### src/rtl/uart_eng_pkg.sv
package uart_eng_pkg;

  localparam int DATA_W = 8;

  // what the transmit line carries in the current bit slot
  typedef enum logic [1:0] {
    SEL_MARK  = 2'd0,
    SEL_SPACE = 2'd1,
    SEL_DATA  = 2'd2,
    SEL_PAR   = 2'd3
  } txSel_e;

  // control -> datapath strobes
  typedef struct packed {
    logic   txLoad;
    logic   txShift;
    txSel_e txSel;
    logic   rxStart;
    logic   rxBit;
    logic   rxPar;
    logic   rxDone;
  } strobe_t;

  // index of the last data bit: word length code + 4
  function automatic logic [2:0] lastBitIdx(input logic [1:0] wl);
    return {1'b1, wl};
  endfunction

  // 8 minus the data bit count: 3 - code
  function automatic logic [2:0] alignShift(input logic [1:0] wl);
    return {1'b0, ~wl};
  endfunction

  function automatic logic parityOf(input logic [DATA_W-1:0] d,
                                    input logic odd, input logic stick);
    return stick ? odd : ((^d) ^ odd);
  endfunction

endpackage

### src/rtl/uart_eng_baud.sv
module uart_eng_baud #(
  parameter int DIV_W = 16
) (
  input  logic             clk,
  input  logic             rstN,
  input  logic [DIV_W-1:0] divisor,
  output logic             tick
);

  logic [DIV_W-1:0] phase;
  logic [DIV_W-1:0] lastPhase;

  assign lastPhase = (divisor == '0) ? '0 : divisor - DIV_W'(1);
  assign tick      = (phase >= lastPhase);

  always_ff @(posedge clk) begin
    if (!rstN)     phase <= '0;
    else if (tick) phase <= '0;
    else           phase <= phase + DIV_W'(1);
  end

endmodule

### src/rtl/uart_eng_ctrl.sv
module uart_eng_ctrl
  import uart_eng_pkg::*;
(
  input  logic       clk,
  input  logic       rstN,
  input  logic       tick,
  input  logic       hsMode,
  input  logic [1:0] wordLen,
  input  logic       parEn,
  input  logic       stopTwo,
  input  logic       txValid,
  input  logic       rxLine,
  output logic       txReady,
  output strobe_t    strb
);

  typedef enum logic [2:0] {TX_IDLE, TX_START, TX_DATA, TX_PAR, TX_STOP} txSt_e;
  typedef enum logic [2:0] {RX_IDLE, RX_START, RX_DATA, RX_PAR, RX_STOP, RX_WAIT} rxSt_e;

  localparam int TICK_W = 4;

  txSt_e             txSt;
  logic [TICK_W-1:0] txTick;
  logic [2:0]        txBit;
  rxSt_e             rxSt;
  logic [TICK_W-1:0] rxTick;
  logic [2:0]        rxBit;

  logic [TICK_W-1:0] osrLast;
  logic [TICK_W-1:0] startChk;
  logic              txBitEnd;
  logic              rxSample;
  logic              rxChk;

  assign osrLast  = hsMode ? TICK_W'(7) : TICK_W'(15);
  assign startChk = hsMode ? TICK_W'(2) : TICK_W'(6);
  assign txBitEnd = tick && (txTick == osrLast);
  assign rxSample = tick && (rxTick == osrLast);
  assign rxChk    = tick && (rxTick == startChk);

  // transmit sequencer
  always_ff @(posedge clk) begin
    if (!rstN) begin
      txSt   <= TX_IDLE;
      txTick <= '0;
      txBit  <= '0;
    end else if (txSt == TX_IDLE) begin
      if (txValid) begin
        txSt   <= TX_START;
        txTick <= '0;
        txBit  <= '0;
      end
    end else if (txBitEnd) begin
      txTick <= '0;
      case (txSt)
        TX_START: begin
          txSt  <= TX_DATA;
          txBit <= '0;
        end
        TX_DATA: begin
          if (txBit == lastBitIdx(wordLen)) begin
            txSt  <= parEn ? TX_PAR : TX_STOP;
            txBit <= '0;
          end else begin
            txBit <= txBit + 3'd1;
          end
        end
        TX_PAR: begin
          txSt  <= TX_STOP;
          txBit <= '0;
        end
        TX_STOP: begin
          if (stopTwo && txBit == 3'd0) txBit <= 3'd1;
          else                          txSt  <= TX_IDLE;
        end
        default: txSt <= TX_IDLE;
      endcase
    end else if (tick) begin
      txTick <= txTick + TICK_W'(1);
    end
  end

  // receive sequencer
  always_ff @(posedge clk) begin
    if (!rstN) begin
      rxSt   <= RX_IDLE;
      rxTick <= '0;
      rxBit  <= '0;
    end else begin
      case (rxSt)
        RX_IDLE: begin
          if (tick && !rxLine) begin
            rxSt   <= RX_START;
            rxTick <= '0;
          end
        end
        RX_START: begin
          if (rxChk) begin
            rxTick <= '0;
            rxBit  <= '0;
            rxSt   <= rxLine ? RX_IDLE : RX_DATA;
          end else if (tick) begin
            rxTick <= rxTick + TICK_W'(1);
          end
        end
        RX_WAIT: begin
          if (tick && rxLine) rxSt <= RX_IDLE;
        end
        default: begin
          if (rxSample) begin
            rxTick <= '0;
            case (rxSt)
              RX_DATA: begin
                if (rxBit == lastBitIdx(wordLen)) rxSt <= parEn ? RX_PAR : RX_STOP;
                else                              rxBit <= rxBit + 3'd1;
              end
              RX_PAR:  rxSt <= RX_STOP;
              default: rxSt <= rxLine ? RX_IDLE : RX_WAIT;
            endcase
          end else if (tick) begin
            rxTick <= rxTick + TICK_W'(1);
          end
        end
      endcase
    end
  end

  always_comb begin
    strb         = '0;
    strb.txLoad  = (txSt == TX_IDLE) && txValid;
    strb.txShift = (txSt == TX_DATA) && txBitEnd;
    case (txSt)
      TX_START: strb.txSel = SEL_SPACE;
      TX_DATA:  strb.txSel = SEL_DATA;
      TX_PAR:   strb.txSel = SEL_PAR;
      default:  strb.txSel = SEL_MARK;
    endcase
    strb.rxStart = (rxSt == RX_START) && rxChk && !rxLine;
    strb.rxBit   = (rxSt == RX_DATA) && rxSample;
    strb.rxPar   = (rxSt == RX_PAR) && rxSample;
    strb.rxDone  = (rxSt == RX_STOP) && rxSample;
  end

  assign txReady = (txSt == TX_IDLE);

endmodule

### src/rtl/uart_eng_dp.sv
module uart_eng_dp
  import uart_eng_pkg::*;
#(
  parameter int SYNC_STAGES = 2
) (
  input  logic              clk,
  input  logic              rstN,
  input  strobe_t           strb,
  input  logic [1:0]        wordLen,
  input  logic              parEn,
  input  logic              parOdd,
  input  logic              parStick,
  input  logic              breakTx,
  input  logic [DATA_W-1:0] txData,
  input  logic              rxd,
  input  logic              rxReady,
  output logic              txd,
  output logic              rxLine,
  output logic [DATA_W-1:0] rxData,
  output logic              rxValid,
  output logic              rxParErr,
  output logic              rxFrameErr,
  output logic              rxBreak,
  output logic              rxOverrun
);

  logic [SYNC_STAGES-1:0] syncQ;
  logic [DATA_W-1:0]      wordMask;
  logic [DATA_W-1:0]      txShreg;
  logic                   txPar;
  logic                   lineBit;
  logic [DATA_W-1:0]      rxShreg;
  logic                   rxParSeen;
  logic                   anyHigh;
  logic [DATA_W-1:0]      rxWord;
  logic                   newParErr;

  // input synchroniser, idles at mark
  always_ff @(posedge clk) begin
    if (!rstN) syncQ <= '1;
    else       syncQ <= {syncQ[SYNC_STAGES-2:0], rxd};
  end
  assign rxLine = syncQ[SYNC_STAGES-1];

  assign wordMask = {DATA_W{1'b1}} >> alignShift(wordLen);

  // transmit data path
  always_ff @(posedge clk) begin
    if (!rstN) begin
      txShreg <= '0;
      txPar   <= 1'b0;
    end else if (strb.txLoad) begin
      txShreg <= txData & wordMask;
      txPar   <= parityOf(txData & wordMask, parOdd, parStick);
    end else if (strb.txShift) begin
      txShreg <= txShreg >> 1;
    end
  end

  always_comb begin
    case (strb.txSel)
      SEL_SPACE: lineBit = 1'b0;
      SEL_DATA:  lineBit = txShreg[0];
      SEL_PAR:   lineBit = txPar;
      default:   lineBit = 1'b1;
    endcase
  end
  assign txd = lineBit & ~breakTx;

  // receive data path
  always_ff @(posedge clk) begin
    if (!rstN) begin
      rxShreg   <= '0;
      rxParSeen <= 1'b0;
      anyHigh   <= 1'b0;
    end else if (strb.rxStart) begin
      rxShreg <= '0;
      anyHigh <= 1'b0;
    end else if (strb.rxBit) begin
      rxShreg <= {rxLine, rxShreg[DATA_W-1:1]};
      anyHigh <= anyHigh | rxLine;
    end else if (strb.rxPar) begin
      rxParSeen <= rxLine;
      anyHigh   <= anyHigh | rxLine;
    end
  end

  assign rxWord    = rxShreg >> alignShift(wordLen);
  assign newParErr = parEn && (rxParSeen != parityOf(rxWord, parOdd, parStick));

  // holding register toward the consumer
  always_ff @(posedge clk) begin
    if (!rstN) begin
      rxValid    <= 1'b0;
      rxData     <= '0;
      rxParErr   <= 1'b0;
      rxFrameErr <= 1'b0;
      rxBreak    <= 1'b0;
      rxOverrun  <= 1'b0;
    end else if (strb.rxDone) begin
      if (rxValid && !rxReady) begin
        rxOverrun <= 1'b1;
      end else begin
        rxValid    <= 1'b1;
        rxData     <= rxWord;
        rxParErr   <= newParErr;
        rxFrameErr <= !rxLine;
        rxBreak    <= !rxLine && !anyHigh;
        rxOverrun  <= 1'b0;
      end
    end else if (rxValid && rxReady) begin
      rxValid   <= 1'b0;
      rxOverrun <= 1'b0;
    end
  end

endmodule

### src/rtl/uart_eng.sv
module uart_eng
  import uart_eng_pkg::*;
#(
  parameter int DIV_W       = 16,
  parameter int SYNC_STAGES = 2
) (
  input  logic              clk,
  input  logic              rstN,
  input  logic [DIV_W-1:0]  divisor,
  input  logic              hsMode,
  input  logic [1:0]        wordLen,
  input  logic              parEn,
  input  logic              parOdd,
  input  logic              parStick,
  input  logic              stopTwo,
  input  logic              breakTx,
  input  logic [DATA_W-1:0] txData,
  input  logic              txValid,
  output logic              txReady,
  output logic              txd,
  input  logic              rxd,
  output logic [DATA_W-1:0] rxData,
  output logic              rxValid,
  input  logic              rxReady,
  output logic              rxParErr,
  output logic              rxFrameErr,
  output logic              rxBreak,
  output logic              rxOverrun
);

  logic    tick;
  logic    rxLine;
  strobe_t strb;

  uart_eng_baud #(.DIV_W(DIV_W)) baud_i (
    .clk     (clk),
    .rstN    (rstN),
    .divisor (divisor),
    .tick    (tick)
  );

  uart_eng_ctrl ctrl_i (
    .clk     (clk),
    .rstN    (rstN),
    .tick    (tick),
    .hsMode  (hsMode),
    .wordLen (wordLen),
    .parEn   (parEn),
    .stopTwo (stopTwo),
    .txValid (txValid),
    .rxLine  (rxLine),
    .txReady (txReady),
    .strb    (strb)
  );

  uart_eng_dp #(.SYNC_STAGES(SYNC_STAGES)) dp_i (
    .clk        (clk),
    .rstN       (rstN),
    .strb       (strb),
    .wordLen    (wordLen),
    .parEn      (parEn),
    .parOdd     (parOdd),
    .parStick   (parStick),
    .breakTx    (breakTx),
    .txData     (txData),
    .rxd        (rxd),
    .rxReady    (rxReady),
    .txd        (txd),
    .rxLine     (rxLine),
    .rxData     (rxData),
    .rxValid    (rxValid),
    .rxParErr   (rxParErr),
    .rxFrameErr (rxFrameErr),
    .rxBreak    (rxBreak),
    .rxOverrun  (rxOverrun)
  );

endmodule

### config.mk
export PLATFORM = sky130hd
export DESIGN_NAME = uart_eng
export DESIGN_NICKNAME = d
export VERILOG_FILES = /design/src/rtl/uart_eng_pkg.sv /design/src/rtl/uart_eng_baud.sv /design/src/rtl/uart_eng_ctrl.sv /design/src/rtl/uart_eng_dp.sv /design/src/rtl/uart_eng.sv
export SDC_FILE = /design/constraint.sdc
export NUM_CORES = 1
export LEC_CHECK = 0
export BUFFER_PORTS_ARGS = -buffer_cell sky130_fd_sc_hd__clkbuf_2
export CAP_MARGIN = 10
export CORE_AREA = 2 2 111 113
export CTS_CLUSTER_SIZE = 30
export DETAILED_ROUTE_END_ITERATION = 6
export DIE_AREA = 0 0 113 115
export GPL_ROUTABILITY_DRIVEN = 0
export HOLD_SLACK_MARGIN = 0.03
export PLACE_DENSITY_LB_ADDON = 0.25
export REMOVE_ABC_BUFFERS = 1
export SLEW_MARGIN = 40
export SYNTH_ARGS = -nofsm -noshare
export SYNTH_HDL_FRONTEND = slang
export SYNTH_HIERARCHICAL = 1
export SYNTH_SLANG_ARGS = --single-unit
### constraint.sdc
create_clock -name clk -period 9.15 [get_ports clk]
set_clock_uncertainty 0.1 [all_clocks]
set_input_delay 1.3725 -clock clk [delete_from_list [all_inputs] [get_ports clk]]
set_output_delay 1.3725 -clock clk [all_outputs]
set_load 0.05 [all_outputs]
==> flow_metrics.env, run 1 <==
export IMPL_status="complete, but fails checks"
export IMPL_violations="design-rule violations"
export IMPL_first_pass_iters=6
export IMPL_synth_distinct_cells=73
export IMPL_clk_latency_ps=320
export IMPL_grt_max_degree=34
export IMPL_io_buffers=51
export IMPL_rsz0062_at_grt="false"
export IMPL_yosys_register_bits=70
export IMPL_grt_pass1_vias=3579
export IMPL_clk_pin_slew_worst_paths_ps=50
export IMPL_ys_async_sr_fraction_pct=0
export IMPL_cp_start_kind="primary input"
export IMPL_antenna_found_initial=0
export IMPL_max_stage_delay_ps=600
export IMPL_io_pins=52
export IMPL_wire_per_inst_microns=13.2
export IMPL_cts_buffer_depth=2
export IMPL_synth_yosys_seq_area_share_pct=30.4
export IMPL_vias=3818
export IMPL_die_w_microns=113
export IMPL_timing_final_ws_setup_ps=3670
export IMPL_startpoint="divisor[10]"
export IMPL_post_cts_resized=0
export IMPL_clock_sinks=70
export IMPL_fillers=1191
export IMPL_place_inst=708
export IMPL_wirelength_mm=9.55
export IMPL_slowest_stage="nor4bb_2"
export IMPL_max_cap_violations=0
export IMPL_grt_use_total_pct=15.5
export IMPL_post_route_min_period_ps=5480
export IMPL_post_cts_buffers=0
export IMPL_p_per_area_nw_per_um2=136
export IMPL_synth_avg_cell_area_sq_um=8.65
export IMPL_slew_headroom_pct=56.9
export IMPL_cp_cell_sequence="clkbuf_2, or4_4, nor3_4, nand2_1, xnor2_1, nand2_1, ha_1, nand4_1, nor3b_1, nand2_1, nand2_1, nand3_1, nor2_1, nor4bb_2, and3_1, and2_1, a32o_1"
export IMPL_crit_required_ps=9320
export IMPL_reg2reg_setup_slack_ps=5550
export IMPL_tightest_slew_ps=646
export IMPL_worstSetupEndpointType="register"
export IMPL_dr_first_iter_drc_count=167
export IMPL_postRouteAntennaNets=0
export IMPL_yosysWarnings=6
export IMPL_critical_path_most_common_cell="nand2_1"
export IMPL_grt_pass1_wl_mm=16.6
export IMPL_min_from="dp_i/syncQ[0]"
export IMPL_fp_dieH_microns=115
export IMPL_tritoncts="yes"
export IMPL_holdBufCountCts=0
export IMPL_crit_arrival_ps=5650
export IMPL_synth_edf_count=0
export IMPL_htree_levels=3
export IMPL_clock_root_buffer="clkbuf_16"
export IMPL_path_buf_inv=1
export IMPL_cts_made_buffers=9
export IMPL_max_freq_mhz=182
export IMPL_reg2reg_from="baud_i/phase[7]"
export IMPL_dpl_worst_slack_ps=3090
export IMPL_coreArea_sq_um=11800
export IMPL_antenna_cells=0
export IMPL_hp_class="reg -> reg"
export IMPL_dp_hpwl_mm=7.19
export IMPL_syn_to_final_growth_pct=13.1
export IMPL_synth_cells=532
export IMPL_viasPerCell=5.30
export IMPL_rows=40
export IMPL_final_cell_count_no_fill=721
export IMPL_start_util_pct=39.0
export IMPL_final_max_slew_viol_count=0
export IMPL_drive_gt1_share_pct=17.6
export IMPL_setup_violations=0
export IMPL_final_nets=634
export IMPL_cp_max_fo=9
export IMPL_drc=2
export IMPL_period_share_pct=59.9
export IMPL_peakVddDrop_uv=90.9
export IMPL_synth_area_sq_um=4600
export IMPL_fin_tns_setup_ps=0
export IMPL_fp_dieArea_sq_um=13000
export IMPL_cp_top_family="simple AND/OR/NAND/NOR gates"
export IMPL_leakagePower_uw=0.00206
export IMPL_finalHoldViolations=0
export IMPL_dominantRegCellSynth="dfxtp_1"
export IMPL_grt_ovfl_total=0
export IMPL_crit_type="in -> reg"
[final timing paths]
check | cells after the start | to
worst max-delay path | 17 | dp_i/rxParErr
worst min-delay path | 1 | dp_i/syncQ[1]
worst max register to register | 12 | dp_i/rxParErr
worst min register to register | 1 | dp_i/syncQ[1]
[metrics by stage]
| step | power (uW) | util, % | hold slack, ps | area [sq um] |
|---|---|---|---|---|
| 2_1_floorplan | 376 | - | 286 | 4460 |
| 3_3_place_gp | 406 | 41.6 | 298 | 4920 |
| 3_5_place_dp | 408 | 41.8 | 299 | 4930 |
| 4_1_cts | 722 | 44.0 | 314 | 5190 |
| 5_1_grt | 747 | 44.1 | 351 | 5200 |
| 6_report | 710 | 44.1 | 309 | 5200 |
[cells in the mapped netlist, drive strengths merged, types with 2 or more instances]
| cell | count | area, sq um |
|---|---|---|
| a22o | 5 | 43.8 |
| nor3b | 5 | 37.5 |
| a311oi | 2 | 17.5 |
| o211ai | 5 | 37.5 |
| mux4 | 5 | 113 |
| clkinv | 2 | 7.51 |
| o31ai | 7 | 52.6 |
| a21boi | 3 | 22.5 |
| nand4b | 3 | 26.3 |
| o21bai | 2 | 26.3 |
| xor2 | 25 | 226 |
| and2 | 10 | 62.6 |
| nand2 | 57 | 214 |
| or2 | 2 | 12.5 |
| o221ai | 2 | 23.8 |
| mux2i | 20 | 200 |
| dfxtp | 70 | 1400 |
| a32o | 2 | 20.0 |
| nand3 | 18 | 90.1 |
| a21bo | 2 | 26.3 |
| inv | 22 | 82.6 |
| nor4 | 6 | 52.6 |
| nand3b | 3 | 22.5 |
| nor2 | 53 | 264 |
| buf | 10 | 78.8 |
| o41ai | 3 | 26.3 |
| a31oi | 6 | 43.8 |
| o21ai | 27 | 135 |
| a22oi | 3 | 22.5 |
| a211oi | 5 | 47.5 |
| nor3 | 10 | 61.3 |
| o22a | 2 | 17.5 |
| nor2b | 4 | 25.0 |
| ha | 25 | 313 |
| and3 | 6 | 37.5 |
| and4 | 2 | 17.5 |
| or4 | 3 | 30.0 |
| xnor2 | 21 | 184 |
| xnor3 | 2 | 45.0 |
| clkbuf | 16 | 61.3 |
| nand2b | 9 | 56.3 |
| or3 | 5 | 31.3 |
| nand4 | 9 | 56.3 |
| a21oi | 20 | 100 |
[power by group]
group          total, uW  leakage, uW  switching [uW]  internal (uW)
registers            318     0.000566            7.14            310
logic               84.2      0.00136            48.9           35.3
clock network        309     0.000133             116            192
[kinds of logic after synthesis]
logic type      share of synthesized area, %
compound gates                          15.9
simple gates                            25.1
mux                                     6.80
fa+ha+maj                               6.80
buf+inv                                 5.00
flops                                   30.4
xor+xnor                                9.89
[routing by layer]
layer	share of wire [%]	GRT usage (%)
met1	48	20.1
met2	47	26.0
met3	3.6	3.58
met4	0.87	4.15
met5	0	0
[cells in the final DEF (no fill, tap or decap), types with 6 or more instances in the layout]
master,n
inv_1,22
and2_1,10
nand2b_1,9
nor3_1,9
ha_1,25
and3_1,6
nor2_1,43
o31ai_1,7
a21oi_1,20
xor2_1,24
clkbuf_2,51
dfxtp_1,70
o21ai_0,27
nor2_4,8
nand2_1,57
clkbuf_16,9
mux2i_1,20
xnor2_1,21
nand3_1,18
nand4_1,9
[cell type report]
class | instances | area (sq um) | share of cell area, %
Sequential cell | 70 | 1400 | 26.9
Clock inverter | 2 | 10.0 | 0.192
Multi-Input combinational cell | 412 | 2980 | 57.3
Tap cell | 147 | 184 | 3.53
Timing Repair Buffer | 55 | 285 | 5.48
Clock buffer | 11 | 253 | 4.86
Inverter | 24 | 90.1 | 1.73
[registers in the layout, summed over array words and instances (netlist names), 4 cells and up]
signal / flops
baud_i/phase: 16
dp_i/rxData: 8
dp_i/rxShreg: 8
dp_i/txShreg: 8
ctrl_i/rxTick: 4
ctrl_i/txTick: 4
(Power assumes the default switching activity.)
==> inputs of run 2 (changes only) <==
Clock period 9.15 ns to 5.6 ns, I/O delays scaled along.
==> flow_metrics.env, run 2 (synthesized netlist as in run 1, its figures left out) <==
export IMPL_p_sw_uw=287
export IMPL_cts_buffer_depth=2
export IMPL_final_cell_mix="dfxtp_1 (70), nand2_1 (57), clkbuf_2 (51), nor2_1 (43), o21ai_0 (27)"
export IMPL_power_frac_seq_pct=43.9
export IMPL_grt_use_total_pct=15.8
export IMPL_htree_levels=3
export IMPL_cts_made_buffers=9
export IMPL_clk_latency_ps=330
export IMPL_holdBufCountCts=0
export IMPL_mostFrequentLayoutCell="dfxtp_1"
export IMPL_vias=3830
export IMPL_final_nets=635
export IMPL_fin_tns_setup_ps=0
export IMPL_max_freq_mhz=219
export IMPL_peakVddDrop_uv=172
export IMPL_startpoint="divisor[10]"
export IMPL_coreArea_sq_um=11800
export IMPL_viasPerCell=5.30
export IMPL_dpl_worst_slack_ps=633
export IMPL_wire_per_inst_microns=13.4
export IMPL_clkPwrFrac_pct=44.4
export IMPL_io_buffers=51
export IMPL_clock_root_buffer="clkbuf_16"
export IMPL_grt_ovfl_total=0
export IMPL_min_from="dp_i/syncQ[0]"
export IMPL_ff2ff_path_depth=13
export IMPL_die_w_microns=113
export IMPL_finalHoldViolations=0
export IMPL_cp_max_fo=9
export IMPL_rows=40
export IMPL_leakagePower_uw=0.00207
export IMPL_hold_end="dp_i/syncQ[1]"
export IMPL_worstSetupEndpointType="register"
export IMPL_slowest_stage="or4_4"
export IMPL_post_cts_resized=0
export IMPL_cp_start_kind="primary input"
export IMPL_fp_dieArea_sq_um=13000
export IMPL_postRouteAntennaNets=0
export IMPL_dp_hpwl_mm=7.26
export IMPL_grt_pass1_vias=3594
export IMPL_intPower_uw=894
export IMPL_reg2reg_to="dp_i/rxParErr"
export IMPL_power_uw=1180
export IMPL_critical_path_most_common_cell="nand2_1"
export IMPL_largest_reg_flops=16
export IMPL_first_pass_iters=6
export IMPL_grt_max_degree=34
export IMPL_final_max_slew_viol_count=0
export IMPL_syn_to_final_growth_pct=13.4
export IMPL_timing_final_ws_setup_ps=1030
export IMPL_reg2reg_setup_slack_ps=2400
export IMPL_reg2reg_from="baud_i/phase[7]"
export IMPL_max_cap_violations=0
export IMPL_grt_pass1_wl_mm=16.8
export IMPL_cp_cell_sequence="clkbuf_2, or4_4, nor3_4, nand2_1, xnor2_1, nand2_1, ha_1, nand4_1, nor3b_1, nand2_1, nand2_1, nand3_1, nor2_1, nor4bb_1, buf_4, and3_1, and2_1, a32o_1"
export IMPL_tightest_slew_ps=654
export IMPL_wirelength_mm=9.66
export IMPL_post_cts_buffers=0
export IMPL_crit_arrival_ps=4740
export IMPL_crit_required_ps=5770
export IMPL_start_util_pct=39.0
export IMPL_fp_dieH_microns=115
export IMPL_design_area_sq_um=5220
export IMPL_placed_area_sq_um=4940
export IMPL_p_comb_share_pct=11.7
export IMPL_period_share_pct=81.7
export IMPL_hp_class="reg -> reg"
export IMPL_whs_path_depth=1
export IMPL_max_stage_delay_ps=560
export IMPL_antenna_cells=0
export IMPL_post_route_min_period_ps=4570
export IMPL_regMostFlops="baud_i/phase"
export IMPL_drive_gt1_share_pct=17.5
export IMPL_clock_sinks=70
export IMPL_rsz0062_at_grt="false"
export IMPL_switching_share_pct=24.3
export IMPL_clk_pin_slew_worst_paths_ps=50
export IMPL_antenna_found_initial=0
export IMPL_p_per_area_nw_per_um2=226
export IMPL_tritoncts="yes"
export IMPL_violations="design-rule violations"
export IMPL_status="complete, but fails checks"
export IMPL_dr_first_iter_drc_count=224
export IMPL_crit_type="in -> reg"
export IMPL_drc=2
export IMPL_setup_violations=0
export IMPL_io_pins=52
export IMPL_slew_headroom_pct=56.4
==> run 2: layout make-up <==
type                       count  area, sq um
multi-input combinational    412         2980
sequential                    70         1400
fill                        1201         6590
clock inverter                 1         5.00
clock buffer                  13          270
timing repair buffer          56          293
inverter                      24         90.1
tap                          147          184
==> run 2: how the worst max path moves through the flow <==
stage / end / slack [ps] / cells past startpoint
final: dp_i/rxParErr / 1030 / 18
after global routing: dp_i/rxParErr / 550 / 18
after global placement: dp_i/rxData[5] / 600 / 17
after CTS: dp_i/rxParErr / 1010 / 18
after floorplan: dp_i/rxParSeen / 660 / 17
after detailed placement: dp_i/rxParErr / 630 / 18
==> run 2: stage by stage <==
step                hold slack [ps]  utilization (%)  cells
finish                          310             44.2    723
global route                    339             44.2    723
detailed placement              296             41.8    709
CTS                             312             44.2    723
global placement                293             41.8    708
floorplan                       286                -    506
==> run 2: power groups by stage <==
stage / logic, uW / registers, uW / clock network (uW)
after floorplan: 88.9 / 526 / 0
after detailed placement: 139 / 529 / 0
after global placement: 134 / 529 / 0
final: 138 / 519 / 525
after global routing: 154 / 520 / 563
after CTS: 139 / 518 / 542
==> run 2: metal layers <==
metal,global-route usage [%],wire [microns],vias up
met5,0,0,-
met4,4.88,88,0
met3,3.22,281,9
met2,26.3,4680,46
met1,20.7,4610,1797
li1,-,-,1978
==> run 2: worst max-delay path: cells and delay by family <==
family | cells | cell delay, ps
buffers and inverters | 2 | 280
AND/OR/NAND/NOR | 13 | 2980
adder cells (fa/ha/maj) | 1 | 310
XOR/XNOR | 1 | 160
AO/OA/AOI/OAI | 1 | 140
==> inputs of run 3 (changes only) <==
Settings changed: ABC_AREA from default to 1, CORE_AREA 2 2 111 113 to 2 2 114 116, DIE_AREA 0 0 113 115 to 0 0 116 118.
Clock period 5.6 ns to 3.9 ns, I/O delays scaled along.
==> flow_metrics.env, run 3 <==
export IMPL_antenna_found_initial=0
export IMPL_grt_ovfl_total=0
export IMPL_multi_input_area_sq_um=3040
export IMPL_antenna_cells=0
export IMPL_cp_start_kind="primary input"
export IMPL_finalHoldViolations=0
export IMPL_drc=0
export IMPL_coreArea_sq_um=12400
export IMPL_dp_hpwl_mm=8.22
export IMPL_yosysMostFrequentCell="nand2_1"
export IMPL_tightest_slew_ps=547
export IMPL_synth_top_area_share_pct=28.6
export IMPL_reg2reg_setup_slack_ps=1310
export IMPL_power_uw=2280
export IMPL_synth_area_sq_um=4890
export IMPL_grt_max_degree=26
export IMPL_clock_sinks=70
export IMPL_slew_headroom_pct=63.5
export IMPL_leakagePower_uw=0.00270
export IMPL_io_pins=52
export IMPL_synth_edf_count=0
export IMPL_synth_avg_cell_area_sq_um=6.46
export IMPL_max_cap_violations=0
export IMPL_mostFrequentLayoutCell="nand2_1"
export IMPL_cts_buffer_depth=2
export IMPL_drive_gt1_share_pct=17.1
export IMPL_clk_latency_ps=330
export IMPL_status="complete, no violations"
export IMPL_critPathCapture="dp_i/rxParErr"
export IMPL_reg2reg_from="baud_i/phase[7]"
export IMPL_cts_made_buffers=9
export IMPL_crit_type="in -> reg"
export IMPL_startpoint="divisor[0]"
export IMPL_p_per_area_nw_per_um2=403
export IMPL_final_util_pct=45.6
export IMPL_holdBufCountCts=0
export IMPL_first_pass_iters=5
export IMPL_syn_to_final_growth_pct=15.6
export IMPL_die_w_microns=116
export IMPL_setup_violations=0
export IMPL_dominantRegCellSynth="dfxtp_1"
export IMPL_wire_per_inst_microns=10.6
export IMPL_max_freq_mhz=291
export IMPL_regMostFlops="baud_i/phase"
export IMPL_htree_levels=3
export IMPL_start_util_pct=39.4
export IMPL_grt_use_total_pct=16.1
export IMPL_viasPerCell=4.64
export IMPL_final_nets=877
export IMPL_peakVddDrop_uv=213
export IMPL_synth_area_leaders="dfxtp_1 (29%), nand2_1 (17%), inv_1 (7.1%)"
export IMPL_rows=41
export IMPL_tritoncts="yes"
export IMPL_period_share_pct=88.0
export IMPL_final_cell_count_no_fill=992
export IMPL_crit_arrival_ps=3610
export IMPL_yosys_area_top_type="dfxtp_1"
export IMPL_synth_distinct_cells=43
export IMPL_hp_class="reg -> reg"
export IMPL_postRouteAntennaNets=0
export IMPL_fp_dieArea_sq_um=13700
export IMPL_clock_root_buffer="clkbuf_16"
export IMPL_reg2reg_to="dp_i/rxParErr"
export IMPL_final_cell_mix="nand2_1 (219), inv_1 (92), nor2_1 (70), dfxtp_1 (70), nand3_1 (61)"
export IMPL_largest_reg_flops=16
export IMPL_clk_pin_slew_worst_paths_ps=60
export IMPL_cp_max_fo=9
export IMPL_yosysWarnings=6
export IMPL_post_route_min_period_ps=3430
export IMPL_synth_cells=757
export IMPL_min_from="dp_i/syncQ[0]"
export IMPL_ff2ff_path_depth=19
export IMPL_fillers=1331
export IMPL_yosys_register_bits=70
export IMPL_dr_first_iter_drc_count=303
export IMPL_io_buffers=51
export IMPL_ys_async_sr_fraction_pct=0
export IMPL_seqCellArea_sq_um=1400
export IMPL_worstSetupEndpointType="register"
export IMPL_final_max_slew_viol_count=0
export IMPL_grt_pass1_vias=4128
export IMPL_rsz0062_at_grt="false"
export IMPL_vias=4602
export IMPL_synth_common_cells="nand2_1 (220), inv_1 (92), dfxtp_1 (70), nor2_1 (70), nand3_1 (61)"
export IMPL_place_inst=976
export IMPL_synth_yosys_seq_area_share_pct=28.6
export IMPL_fp_dieH_microns=118
export IMPL_crit_required_ps=4080
export IMPL_grt_pass1_wl_mm=18.4
export IMPL_wirelength_mm=10.5
==> run 3: changes by cell type in the layout (fill, tap and decap cells not counted), sizes merged, moves of 7 or more <==
cell and delta:
nand2b -8, xnor2 -11, nand2 +182, a21oi +22, and2 -10, o31ai -7, inv +79, nand3 +48
mux2i -20, nor2 +38
==> run 3: cell type report <==
type | count | share of cell area, %
Timing Repair Buffer | 59 | 5.57
Multi-Input combinational cell | 572 | 53.7
Sequential cell | 70 | 24.8
Clock inverter | 6 | 1.26
Clock buffer | 10 | 4.05
Inverter | 103 | 6.83
Tap cell | 172 | 3.80
==> run 3: worst max-delay path: stages <==
cell and delay [ps]:
clkbuf_2 90, inv_1 110, ha_1 180, inv_1 90, nor2_4 130, nand2_2 90
nor2_4 110, nand2_1 90, o21ai_1 120, nand3_1 80, ha_1 300, nand4_1 100
nor2_1 150, nand2_2 90, nand2_1 100, nand2_1 80, nor2_1 170, nand2_2 100
nor4_2 200, nand2_1 130, nor2_1 130, inv_1 130, nor2_1 110, nand3_1 80
nand2_1 50
==> run 3: timing repair <==
item | CTS | global route
endpoints found under the setup margin | 0 | 11
setup buffers | 0 | 0
gates resized for setup | 0 | 3
hold endpoints to repair | 0 | 0
==> run 3: how the worst min path moves through the flow <==
stage	endpoint	slack [ps]	cells past startpoint
final	dp_i/syncQ[1]	310	1
after global routing	dp_i/syncQ[0]	340	2
after CTS	dp_i/syncQ[1]	320	1
after detailed placement	dp_i/syncQ[1]	300	1
after global placement	dp_i/syncQ[1]	300	1
after floorplan	dp_i/syncQ[1]	290	1
==> run 3: power breakdown <==
group	switching [uW]	internal [uW]	total, uW
logic	440	208	649
registers	46.9	771	818
clock network	312	499	811
==> run 3: cells by family after synthesis <==
family	after synthesis	share of synthesized area (%)
flip-flops	70	28.6
AO/OA/AOI/OAI	87	9.92
buffers and inverters	115	9.43
adder cells (fa/ha/maj)	25	6.39
AND/OR/NAND/NOR	430	40.2
XOR/XNOR	30	5.37
==> run 3: per-layer routing <==
layer | track usage, % | vias up | part of all wire (%)
li1 | - | 2540 | -
met1 | 22.3 | 2004 | 52
met2 | 25.4 | 51 | 44
met3 | 3.66 | 7 | 3.2
met4 | 3.79 | 0 | 0.78
met5 | 0 | - | 0
==> run 3: metrics by stage <==
stage	hold WS, ps	setup slack (ps)	setup TNS, ps	cell area, sq um
after floorplan	293	144	0	4820
after global placement	301	94.9	0	5350
after detailed placement	304	-6.26	-11.7	5350
after CTS	318	332	0	5650
after global routing	341	70.0	0	5660
final	314	468	0	5660
